<file path="src/rtl/cdma_pkg.sv">
package cdma_pkg;

  typedef enum logic [1:0] {SQ_IDLE, SQ_FETCH, SQ_START, SQ_RUN} seq_state_e;
  typedef enum logic [1:0] {FT_IDLE, FT_REQ, FT_BEAT} fetch_state_e;

  localparam int unsigned CAUSE_W  = 5;
  localparam int unsigned UNIT_W   = 2;
  localparam int unsigned CFG_W    = 7;
  localparam int unsigned STAT_W   = 7;
  localparam int unsigned FIELDS   = 4;
  localparam int unsigned FIELD_IW = $clog2(FIELDS);

  localparam logic [CAUSE_W-1:0] CAUSE_FETCH   = 5'h10;
  localparam logic [CAUSE_W-1:0] CAUSE_UNKNOWN = 5'h1F;

  localparam logic [3:0] RX_CHAIN_LO = 4'd0;
  localparam logic [3:0] RX_CHAIN_HI = 4'd1;
  localparam logic [3:0] RX_LOC_LO   = 4'd2;
  localparam logic [3:0] RX_LOC_HI   = 4'd3;
  localparam logic [3:0] RX_REM_LO   = 4'd4;
  localparam logic [3:0] RX_REM_HI   = 4'd5;
  localparam logic [3:0] RX_COUNT    = 4'd6;
  localparam logic [3:0] RX_CFG      = 4'd7;
  localparam logic [3:0] RX_STAT     = 4'd8;

  localparam int unsigned CF_RST      = 0;
  localparam int unsigned CF_DIR      = 1;
  localparam int unsigned CF_UNIT_LO  = 2;
  localparam int unsigned CF_IE_DESC  = 4;
  localparam int unsigned CF_IE_CHAIN = 5;
  localparam int unsigned CF_IE_ERR   = 6;

  localparam int unsigned ST_DESC  = 5;
  localparam int unsigned ST_CHAIN = 6;

  localparam logic [FIELD_IW-1:0] FLD_LINK   = 2'd0;
  localparam logic [FIELD_IW-1:0] FLD_LOCAL  = 2'd1;
  localparam logic [FIELD_IW-1:0] FLD_REMOTE = 2'd2;
  localparam logic [FIELD_IW-1:0] FLD_COUNT  = 2'd3;

  function automatic logic [63:0] put_half(input logic [63:0] old_v,
                                           input logic [31:0] w,
                                           input logic        hi);
    return hi ? {w, old_v[31:0]} : {old_v[63:32], w};
  endfunction

  function automatic logic [31:0] get_half(input logic [63:0] v, input logic hi);
    return hi ? v[63:32] : v[31:0];
  endfunction

  function automatic logic [CAUSE_W-1:0] mover_cause(input logic [CAUSE_W-1:0] c);
    return (c == '0) ? CAUSE_UNKNOWN : c;
  endfunction

endpackage

</file>
<file path="src/rtl/cdma_fetch.sv">
module cdma_fetch
  import cdma_pkg::*;
#(
  parameter int unsigned ADDR_W = 64,
  parameter int unsigned DATA_W = 64
) (
  input  logic                clk,
  input  logic                rst_n,
  input  logic                kill,
  input  logic                go,
  input  logic [ADDR_W-1:0]   base,
  output logic                mem_req,
  output logic [ADDR_W-1:0]   mem_addr,
  input  logic                mem_gnt,
  input  logic                mem_rvalid,
  input  logic [DATA_W-1:0]   mem_rdata,
  input  logic                mem_rerr,
  output logic                ld_valid,
  output logic [FIELD_IW-1:0] ld_idx,
  output logic [DATA_W-1:0]   ld_data,
  output logic                done,
  output logic                err
);

  localparam logic [FIELD_IW-1:0] LAST_BEAT = FIELD_IW'(FIELDS - 1);

  fetch_state_e        st_q;
  logic [FIELD_IW-1:0] beat_q;
  logic                beat_in;

  assign beat_in  = (st_q == FT_BEAT) && mem_rvalid;
  assign mem_req  = (st_q == FT_REQ);
  assign mem_addr = base;
  assign ld_valid = beat_in && !mem_rerr;
  assign ld_idx   = beat_q;
  assign ld_data  = mem_rdata;
  assign done     = ld_valid && (beat_q == LAST_BEAT);
  assign err      = beat_in && mem_rerr;

  always_ff @(posedge clk or negedge rst_n) begin
    if (!rst_n) begin
      st_q   <= FT_IDLE;
      beat_q <= '0;
    end else if (kill) begin
      st_q   <= FT_IDLE;
      beat_q <= '0;
    end else begin
      case (st_q)
        FT_IDLE: if (go) st_q <= FT_REQ;
        FT_REQ: begin
          if (mem_gnt) begin
            st_q   <= FT_BEAT;
            beat_q <= '0;
          end
        end
        FT_BEAT: begin
          if (err || done) st_q <= FT_IDLE;
          else if (ld_valid) beat_q <= beat_q + 1'b1;
        end
        default: st_q <= FT_IDLE;
      endcase
    end
  end

endmodule

</file>
<file path="src/rtl/cdma_seq.sv">
module cdma_seq
  import cdma_pkg::*;
(
  input  logic clk,
  input  logic rst_n,
  input  logic kill,
  input  logic kick,
  input  logic fetch_done,
  input  logic fetch_err,
  input  logic link_zero,
  input  logic mv_done,
  input  logic mv_err,
  output logic fetch_go,
  output logic mv_start,
  output logic busy,
  output logic ev_desc,
  output logic ev_chain,
  output logic ev_err,
  output logic err_from_fetch
);

  seq_state_e st_q, st_d;

  assign busy = (st_q != SQ_IDLE);

  always_comb begin
    st_d           = st_q;
    fetch_go       = 1'b0;
    mv_start       = 1'b0;
    ev_desc        = 1'b0;
    ev_chain       = 1'b0;
    ev_err         = 1'b0;
    err_from_fetch = 1'b0;
    case (st_q)
      SQ_IDLE: begin
        if (kick) begin
          fetch_go = 1'b1;
          st_d     = SQ_FETCH;
        end
      end
      SQ_FETCH: begin
        if (fetch_err) begin
          ev_err         = 1'b1;
          err_from_fetch = 1'b1;
          st_d           = SQ_IDLE;
        end else if (fetch_done) begin
          st_d = SQ_START;
        end
      end
      SQ_START: begin
        mv_start = 1'b1;
        st_d     = SQ_RUN;
      end
      SQ_RUN: begin
        if (mv_err) begin
          ev_err = 1'b1;
          st_d   = SQ_IDLE;
        end else if (mv_done) begin
          ev_desc = 1'b1;
          if (link_zero) begin
            ev_chain = 1'b1;
            st_d     = SQ_IDLE;
          end else begin
            fetch_go = 1'b1;
            st_d     = SQ_FETCH;
          end
        end
      end
      default: st_d = SQ_IDLE;
    endcase
    if (kill) begin
      st_d           = SQ_IDLE;
      fetch_go       = 1'b0;
      mv_start       = 1'b0;
      ev_desc        = 1'b0;
      ev_chain       = 1'b0;
      ev_err         = 1'b0;
      err_from_fetch = 1'b0;
    end
  end

  always_ff @(posedge clk or negedge rst_n) begin
    if (!rst_n) st_q <= SQ_IDLE;
    else        st_q <= st_d;
  end

endmodule

</file>
<file path="src/rtl/cdma_regs.sv">
module cdma_regs
  import cdma_pkg::*;
#(
  parameter int unsigned ADDR_W = 64,
  parameter int unsigned DATA_W = 64,
  parameter int unsigned CNT_W  = 32
) (
  input  logic                clk,
  input  logic                rst_n,
  input  logic                reg_wr,
  input  logic [3:0]          reg_waddr,
  input  logic [31:0]         reg_wdata,
  input  logic [3:0]          reg_raddr,
  output logic [31:0]         reg_rdata,
  input  logic                busy,
  input  logic                ld_valid,
  input  logic [FIELD_IW-1:0] ld_idx,
  input  logic [DATA_W-1:0]   ld_data,
  input  logic                ev_desc,
  input  logic                ev_chain,
  input  logic                ev_err,
  input  logic                err_from_fetch,
  input  logic [CAUSE_W-1:0]  mv_err_code,
  output logic [ADDR_W-1:0]   chain_q,
  output logic [ADDR_W-1:0]   local_q,
  output logic [ADDR_W-1:0]   remote_q,
  output logic [CNT_W-1:0]    count_q,
  output logic [CFG_W-1:0]    cfg_q,
  output logic [STAT_W-1:0]   stat_q,
  output logic                link_zero_q,
  output logic                kick
);

  logic              chain_wr_ok;
  logic              idle_wr;
  logic [ADDR_W-1:0] chain_wr_val;
  logic [STAT_W-1:0] stat_clr;
  logic [STAT_W-1:0] stat_d;
  logic              link_nz;

  assign idle_wr      = reg_wr && !busy;
  assign chain_wr_ok  = idle_wr && !cfg_q[CF_RST] &&
                        ((reg_waddr == RX_CHAIN_LO) || (reg_waddr == RX_CHAIN_HI));
  assign chain_wr_val = ADDR_W'(put_half(64'(chain_q), reg_wdata, reg_waddr[0]));
  assign kick         = chain_wr_ok && (reg_waddr == RX_CHAIN_LO) && (chain_wr_val != '0);
  assign link_nz      = (ld_data != '0);
  assign stat_clr     = (reg_wr && reg_waddr == RX_STAT) ? reg_wdata[STAT_W-1:0] : '0;

  always_comb begin
    stat_d = stat_q & ~stat_clr;
    if (ev_desc)  stat_d[ST_DESC]  = 1'b1;
    if (ev_chain) stat_d[ST_CHAIN] = 1'b1;
    if (ev_err)   stat_d[CAUSE_W-1:0] = err_from_fetch ? CAUSE_FETCH : mover_cause(mv_err_code);
  end

  always_ff @(posedge clk or negedge rst_n) begin
    if (!rst_n) begin
      chain_q     <= '0;
      local_q     <= '0;
      remote_q    <= '0;
      count_q     <= '0;
      cfg_q       <= CFG_W'(1);
      stat_q      <= '0;
      link_zero_q <= 1'b0;
    end else begin
      stat_q <= stat_d;
      if (reg_wr && reg_waddr == RX_CFG) cfg_q <= reg_wdata[CFG_W-1:0];

      if (chain_wr_ok)
        chain_q <= chain_wr_val;
      else if (ld_valid && ld_idx == FLD_LINK && link_nz)
        chain_q <= ADDR_W'(ld_data);

      if (ld_valid && ld_idx == FLD_LINK) link_zero_q <= !link_nz;

      if (idle_wr && (reg_waddr == RX_LOC_LO || reg_waddr == RX_LOC_HI))
        local_q <= ADDR_W'(put_half(64'(local_q), reg_wdata, reg_waddr[0]));
      else if (ld_valid && ld_idx == FLD_LOCAL)
        local_q <= ADDR_W'(ld_data);

      if (idle_wr && (reg_waddr == RX_REM_LO || reg_waddr == RX_REM_HI))
        remote_q <= ADDR_W'(put_half(64'(remote_q), reg_wdata, reg_waddr[0]));
      else if (ld_valid && ld_idx == FLD_REMOTE)
        remote_q <= ADDR_W'(ld_data);

      if (idle_wr && reg_waddr == RX_COUNT)
        count_q <= CNT_W'(reg_wdata);
      else if (ld_valid && ld_idx == FLD_COUNT)
        count_q <= CNT_W'(ld_data);
    end
  end

  always_comb begin
    case (reg_raddr)
      RX_CHAIN_LO: reg_rdata = get_half(64'(chain_q), 1'b0);
      RX_CHAIN_HI: reg_rdata = get_half(64'(chain_q), 1'b1);
      RX_LOC_LO:   reg_rdata = get_half(64'(local_q), 1'b0);
      RX_LOC_HI:   reg_rdata = get_half(64'(local_q), 1'b1);
      RX_REM_LO:   reg_rdata = get_half(64'(remote_q), 1'b0);
      RX_REM_HI:   reg_rdata = get_half(64'(remote_q), 1'b1);
      RX_COUNT:    reg_rdata = get_half(64'(count_q), 1'b0);
      RX_CFG:      reg_rdata = 32'(cfg_q);
      RX_STAT:     reg_rdata = {24'd0, busy, stat_q};
      default:     reg_rdata = '0;
    endcase
  end

endmodule

</file>
<file path="src/rtl/chain_dma_engine.sv">
module chain_dma_engine
  import cdma_pkg::*;
#(
  parameter int unsigned ADDR_W = 64,
  parameter int unsigned DATA_W = 64,
  parameter int unsigned CNT_W  = 32
) (
  input  logic               clk,
  input  logic               rst_n,
  input  logic               reg_wr,
  input  logic [3:0]         reg_waddr,
  input  logic [31:0]        reg_wdata,
  input  logic [3:0]         reg_raddr,
  output logic [31:0]        reg_rdata,
  output logic               mem_req,
  output logic [ADDR_W-1:0]  mem_addr,
  input  logic               mem_gnt,
  input  logic               mem_rvalid,
  input  logic [DATA_W-1:0]  mem_rdata,
  input  logic               mem_rerr,
  output logic               mv_start,
  output logic [ADDR_W-1:0]  mv_local,
  output logic [ADDR_W-1:0]  mv_remote,
  output logic [CNT_W-1:0]   mv_count,
  output logic               mv_dir,
  output logic [1:0]         mv_unit,
  input  logic               mv_done,
  input  logic               mv_err,
  input  logic [4:0]         mv_err_code,
  output logic               irq_desc,
  output logic               irq_chain,
  output logic               irq_err
);

  logic [ADDR_W-1:0]   chain_q;
  logic [ADDR_W-1:0]   local_q;
  logic [ADDR_W-1:0]   remote_q;
  logic [CNT_W-1:0]    count_q;
  logic [CFG_W-1:0]    cfg_q;
  logic [STAT_W-1:0]   stat_q;
  logic                link_zero_q;
  logic                kick;
  logic                chan_rst;
  logic                busy;
  logic                fetch_go;
  logic                fetch_done;
  logic                fetch_err;
  logic                ld_valid;
  logic [FIELD_IW-1:0] ld_idx;
  logic [DATA_W-1:0]   ld_data;
  logic                ev_desc;
  logic                ev_chain;
  logic                ev_err;
  logic                err_from_fetch;
  logic                desc_flag;

  assign chan_rst  = cfg_q[CF_RST];
  assign desc_flag = stat_q[ST_DESC];

  cdma_regs #(.ADDR_W(ADDR_W), .DATA_W(DATA_W), .CNT_W(CNT_W)) u_regs (
    .clk            (clk),
    .rst_n          (rst_n),
    .reg_wr         (reg_wr),
    .reg_waddr      (reg_waddr),
    .reg_wdata      (reg_wdata),
    .reg_raddr      (reg_raddr),
    .reg_rdata      (reg_rdata),
    .busy           (busy),
    .ld_valid       (ld_valid),
    .ld_idx         (ld_idx),
    .ld_data        (ld_data),
    .ev_desc        (ev_desc),
    .ev_chain       (ev_chain),
    .ev_err         (ev_err),
    .err_from_fetch (err_from_fetch),
    .mv_err_code    (mv_err_code),
    .chain_q        (chain_q),
    .local_q        (local_q),
    .remote_q       (remote_q),
    .count_q        (count_q),
    .cfg_q          (cfg_q),
    .stat_q         (stat_q),
    .link_zero_q    (link_zero_q),
    .kick           (kick)
  );

  cdma_fetch #(.ADDR_W(ADDR_W), .DATA_W(DATA_W)) u_fetch (
    .clk        (clk),
    .rst_n      (rst_n),
    .kill       (chan_rst),
    .go         (fetch_go),
    .base       (chain_q),
    .mem_req    (mem_req),
    .mem_addr   (mem_addr),
    .mem_gnt    (mem_gnt),
    .mem_rvalid (mem_rvalid),
    .mem_rdata  (mem_rdata),
    .mem_rerr   (mem_rerr),
    .ld_valid   (ld_valid),
    .ld_idx     (ld_idx),
    .ld_data    (ld_data),
    .done       (fetch_done),
    .err        (fetch_err)
  );

  cdma_seq u_seq (
    .clk            (clk),
    .rst_n          (rst_n),
    .kill           (chan_rst),
    .kick           (kick),
    .fetch_done     (fetch_done),
    .fetch_err      (fetch_err),
    .link_zero      (link_zero_q),
    .mv_done        (mv_done),
    .mv_err         (mv_err),
    .fetch_go       (fetch_go),
    .mv_start       (mv_start),
    .busy           (busy),
    .ev_desc        (ev_desc),
    .ev_chain       (ev_chain),
    .ev_err         (ev_err),
    .err_from_fetch (err_from_fetch)
  );

  assign mv_local  = local_q;
  assign mv_remote = remote_q;
  assign mv_count  = count_q;
  assign mv_dir    = cfg_q[CF_DIR];
  assign mv_unit   = cfg_q[CF_UNIT_LO +: UNIT_W];

  assign irq_desc  = stat_q[ST_DESC]  && cfg_q[CF_IE_DESC];
  assign irq_chain = stat_q[ST_CHAIN] && cfg_q[CF_IE_CHAIN];
  assign irq_err   = (stat_q[CAUSE_W-1:0] != '0) && cfg_q[CF_IE_ERR];

endmodule

</file>
<file path="config.mk">
export PLATFORM = sky130hd
export DESIGN_NAME = chain_dma_engine
export DESIGN_NICKNAME = d
export VERILOG_FILES = /design/src/rtl/cdma_pkg.sv /design/src/rtl/cdma_fetch.sv /design/src/rtl/cdma_seq.sv /design/src/rtl/cdma_regs.sv /design/src/rtl/chain_dma_engine.sv
export SDC_FILE = /design/constraint.sdc
export NUM_CORES = 1
export LEC_CHECK = 0
export CORE_ASPECT_RATIO = 1.75
export CORE_MARGIN = 3
export CORE_UTILIZATION = 62
export DETAILED_ROUTE_END_ITERATION = 8
export DONT_BUFFER_PORTS = 1
export PLACE_DENSITY = 0.77
export REMOVE_ABC_BUFFERS = 1
export SLEW_MARGIN = 20
export SYNTH_ARGS = -nofsm -noshare
export SYNTH_HDL_FRONTEND = slang
export SYNTH_SLANG_ARGS = --single-unit
</file>
<file path="constraint.sdc">
create_clock -name clk -period 2.3 [get_ports clk]
set_input_delay 0.23 -clock clk [delete_from_list [all_inputs] [get_ports clk]]
set_output_delay 0.23 -clock clk [all_outputs]
set_load 0.01 [all_outputs]
</file>
==> summary.txt <==
CTS clk-pin slew, worst paths = 70 ps
total track usage = 51.6%
Max-slew headroom = 50.9%
clk sinks = 245
NumNets Final = 1878
Final Hold Fails = 245
Max VDD drop = 771 µV
Diodes inserted = 0
largest net degree at the start of global routing = 246
top sig layer = met5
area grow syn2layout = 21.5%
hold slack = -619 ps
status = finished with violations
Remaining Overflow, GRT = 0
final std cells w/o fill = 2064
Setup CP Type = reg2out
crit share post-route = 100%
Routed WL per cell = 31.7 µm
post-placement cell count = 1907
die area = 24600 µm²
worst setup margin = -6.48 ps
Flop pwr share = 51.6%
Distinct cells, synth = 57
combinational fraction of design power = 25.4%
YS warnings = 0
Synth async-reset ratio = 100%
Synth Flop Type = dfrtp_1
H-tree depth = 1
DR WL met3 = 10.0 mm
syn avg cell area = 8.49 µm²
Post-Syn Area = 14000 µm²
Slew Limit Fails = 0
final wirelength = 65.3 mm
M1 WL = 19.5 mm
Worst-Margin Slew = 729 ps
WP data required = 2070 ps
vias in the first global route = 16000
register area share after synthesis = 43.7%
Top Ports = 381
number of cell rows = 72
CORE AREA = 22200 µm²
Die W = 120 µm
Tmin final = 2310 ps
routed wl met2 = 28.6 mm
switching portion of total power = 40.9%
drt pass-1 iters = 9
RePlAce Congestion = 0.935
Crit. End Element = primary output
internal cell power = 10700 µW
clock root buffer = clkbuf_16
total negative slack = -6.48 ps
Post-synth EDFFs = 0
first-pass GRT wire length = 96.6 mm
post-DP HPWL = 39.8 mm
Initial Utilization = 63.4%
Post-Place Worst Slack = -144 ps
failing checks = DRC, hold timing, setup timing
die height = 205 µm
CTS tree = done
via count = 16200
maxcap violations = 0
R2R Path Start = u_regs.chain_q[59]
Final Setup Violations = 1
#FFs+latches synth = 245
clock power share = 23.1%
Port Buffers = 0
drt first-iter violations = 3204
Leak = 0.00752 µW
startpoint class of the critical path = flip-flop
placed cell area = 15100 µm²
drt via density = 7.84
Worst Skew = 6.84 ps
P_sw = 7360 µW
HP Class = in2async
CP Launch Point = u_seq.st_q[1]
initial antenna violation count = 2
Arrival @ worst endpoint = 2080 ps
Max Freq = 434 MHz
Post-Layout Inst Area = 17100 µm²
DRC viols = 1
Synth Instances = 1654
clock buffer count from CTS = 23
worst skew pair latency = 540 ps
share of cells above drive strength 1 = 12.3%
power per cell area = 1060 nW/µm²
CTS Buffer Depth = 3
number of nets still failing antenna checks after routing = 0
Hold Buf Count CTS = 109
Max FO, Critical Path = 5
[power groups by stage]
| stage | registers, µW | clock network (µW) | logic [µW] |
|---|---|---|---|
| after global placement | 9130 | 0 | 3920 |
| after CTS | 9140 | 4120 | 4370 |
| after global routing | 9420 | 4270 | 4940 |
| after floorplan | 8570 | 0 | 2540 |
| after detailed placement | 9200 | 0 | 4090 |
| final | 9290 | 4150 | 4570 |
[cell usage after synthesis (37+ instances only)]
cell | n | area (µm²)
a21oi_1 | 230 | 1150
a222oi_1 | 57 | 571
a22oi_1 | 44 | 330
and3_1 | 64 | 400
clkbuf_1 | 116 | 435
dfrtp_1 | 244 | 6110
nand2_1 | 183 | 687
nand3_1 | 109 | 546
nand4_1 | 37 | 231
nor2_1 | 170 | 638
o211ai_1 | 64 | 480
o21ai_0 | 49 | 245
[layout make-up]
class                           count  area, µm²
Clock buffer                       32        669
Clock inverter                      8        119
Fill cell                        1605       5100
Inverter                            7       30.0
Multi-Input combinational cell   1240       7410
Sequential cell                   245       6130
Tap cell                          296        370
Timing Repair Buffer              236       2330
[path summary, 6_finish.rpt]
path / endpoint / slack (ps) / cells after the start
worst max register to register: u_seq.st_q[0] / 20 / 6
worst min-delay path: u_regs.local_q[25] / -620 / 0
max in group asynchronous: u_regs.remote_q[37] / 2480 / 0
worst min register to register: u_regs.stat_q[3] / 530 / 2
min in group clk: u_regs.chain_q[44] / 0 / 4
worst max-delay path: reg_rdata[7] / -6 / 6
[metal layers]
| layer | track usage, % | up-vias |
|---|---|---|
| li1 | - | 6432 |
| met3 | 18.8 | 569 |
| met1 | 58.0 | 7522 |
| met4 | 42.2 | 2 |
| met2 | 78.3 | 1652 |
| met5 | 0 | - |
[cells in the final DEF, fill, tap and decap left out, types with 23 or more instances in the layout]
master,n
a21oi_1,229
o21ai_0,49
mux2i_1,32
o21a_1,33
a222oi_1,57
buf_4,105
nor4_1,30
clkbuf_16,23
nand3_1,109
buf_12,23
a22oi_1,44
o211ai_1,64
dlygate4sd3_1,108
and3_1,64
nand2_1,181
dfrtp_1,242
o221ai_1,33
nor2_1,168
nand4_1,37
[metrics by stage]
step,hold slack (ps),power (µW),utilization [%]
3_5_place_dp,-59.8,13300,68.1
6_report,-619,18000,77.0
5_1_grt,-626,18600,77.0
2_1_floorplan,-65.6,11100,-
4_1_cts,-624,17600,76.7
3_3_place_gp,-57.1,13000,68.1
[state kept, by name, indices dropped and copies added, names as in the netlist]
| name | cells |
|---|---|
| u_regs.local_q | 64 |
| u_regs.cfg_q | 7 |
| u_seq.st_q | 2 |
| u_fetch.st_q | 2 |
| u_fetch.ld_idx | 2 |
| u_regs.chain_q | 64 |
| u_regs.count_q | 32 |
| u_regs.link_zero_q | 1 |
| u_regs.remote_q | 64 |
| u_regs.stat_q | 7 |
[worst max-delay path, cell delays in order (launching register included)]
cell and delay, ps:
dfrtp_1 410, inv_2 110, ha_4 190, clkinvlp_4 170
mux2_4 320, a22oi_1 160, nand3_1 170
[cells by family after synthesis]
group,share of synthesized area [%]
simple gates,22.1
fa+ha+maj,0.713
compound gates,25.3
buf+inv,4.86
mux,3.40
flops,43.7
[repair_timing]
item,in CTS,in global routing
pin swaps,0,5
endpoints found under the setup margin,1,35
buffers inserted,0,7
endpoints found under the hold margin,489,245
cloned,0,1
resized for setup,3,6
Power figures use the tool's default switching activity.
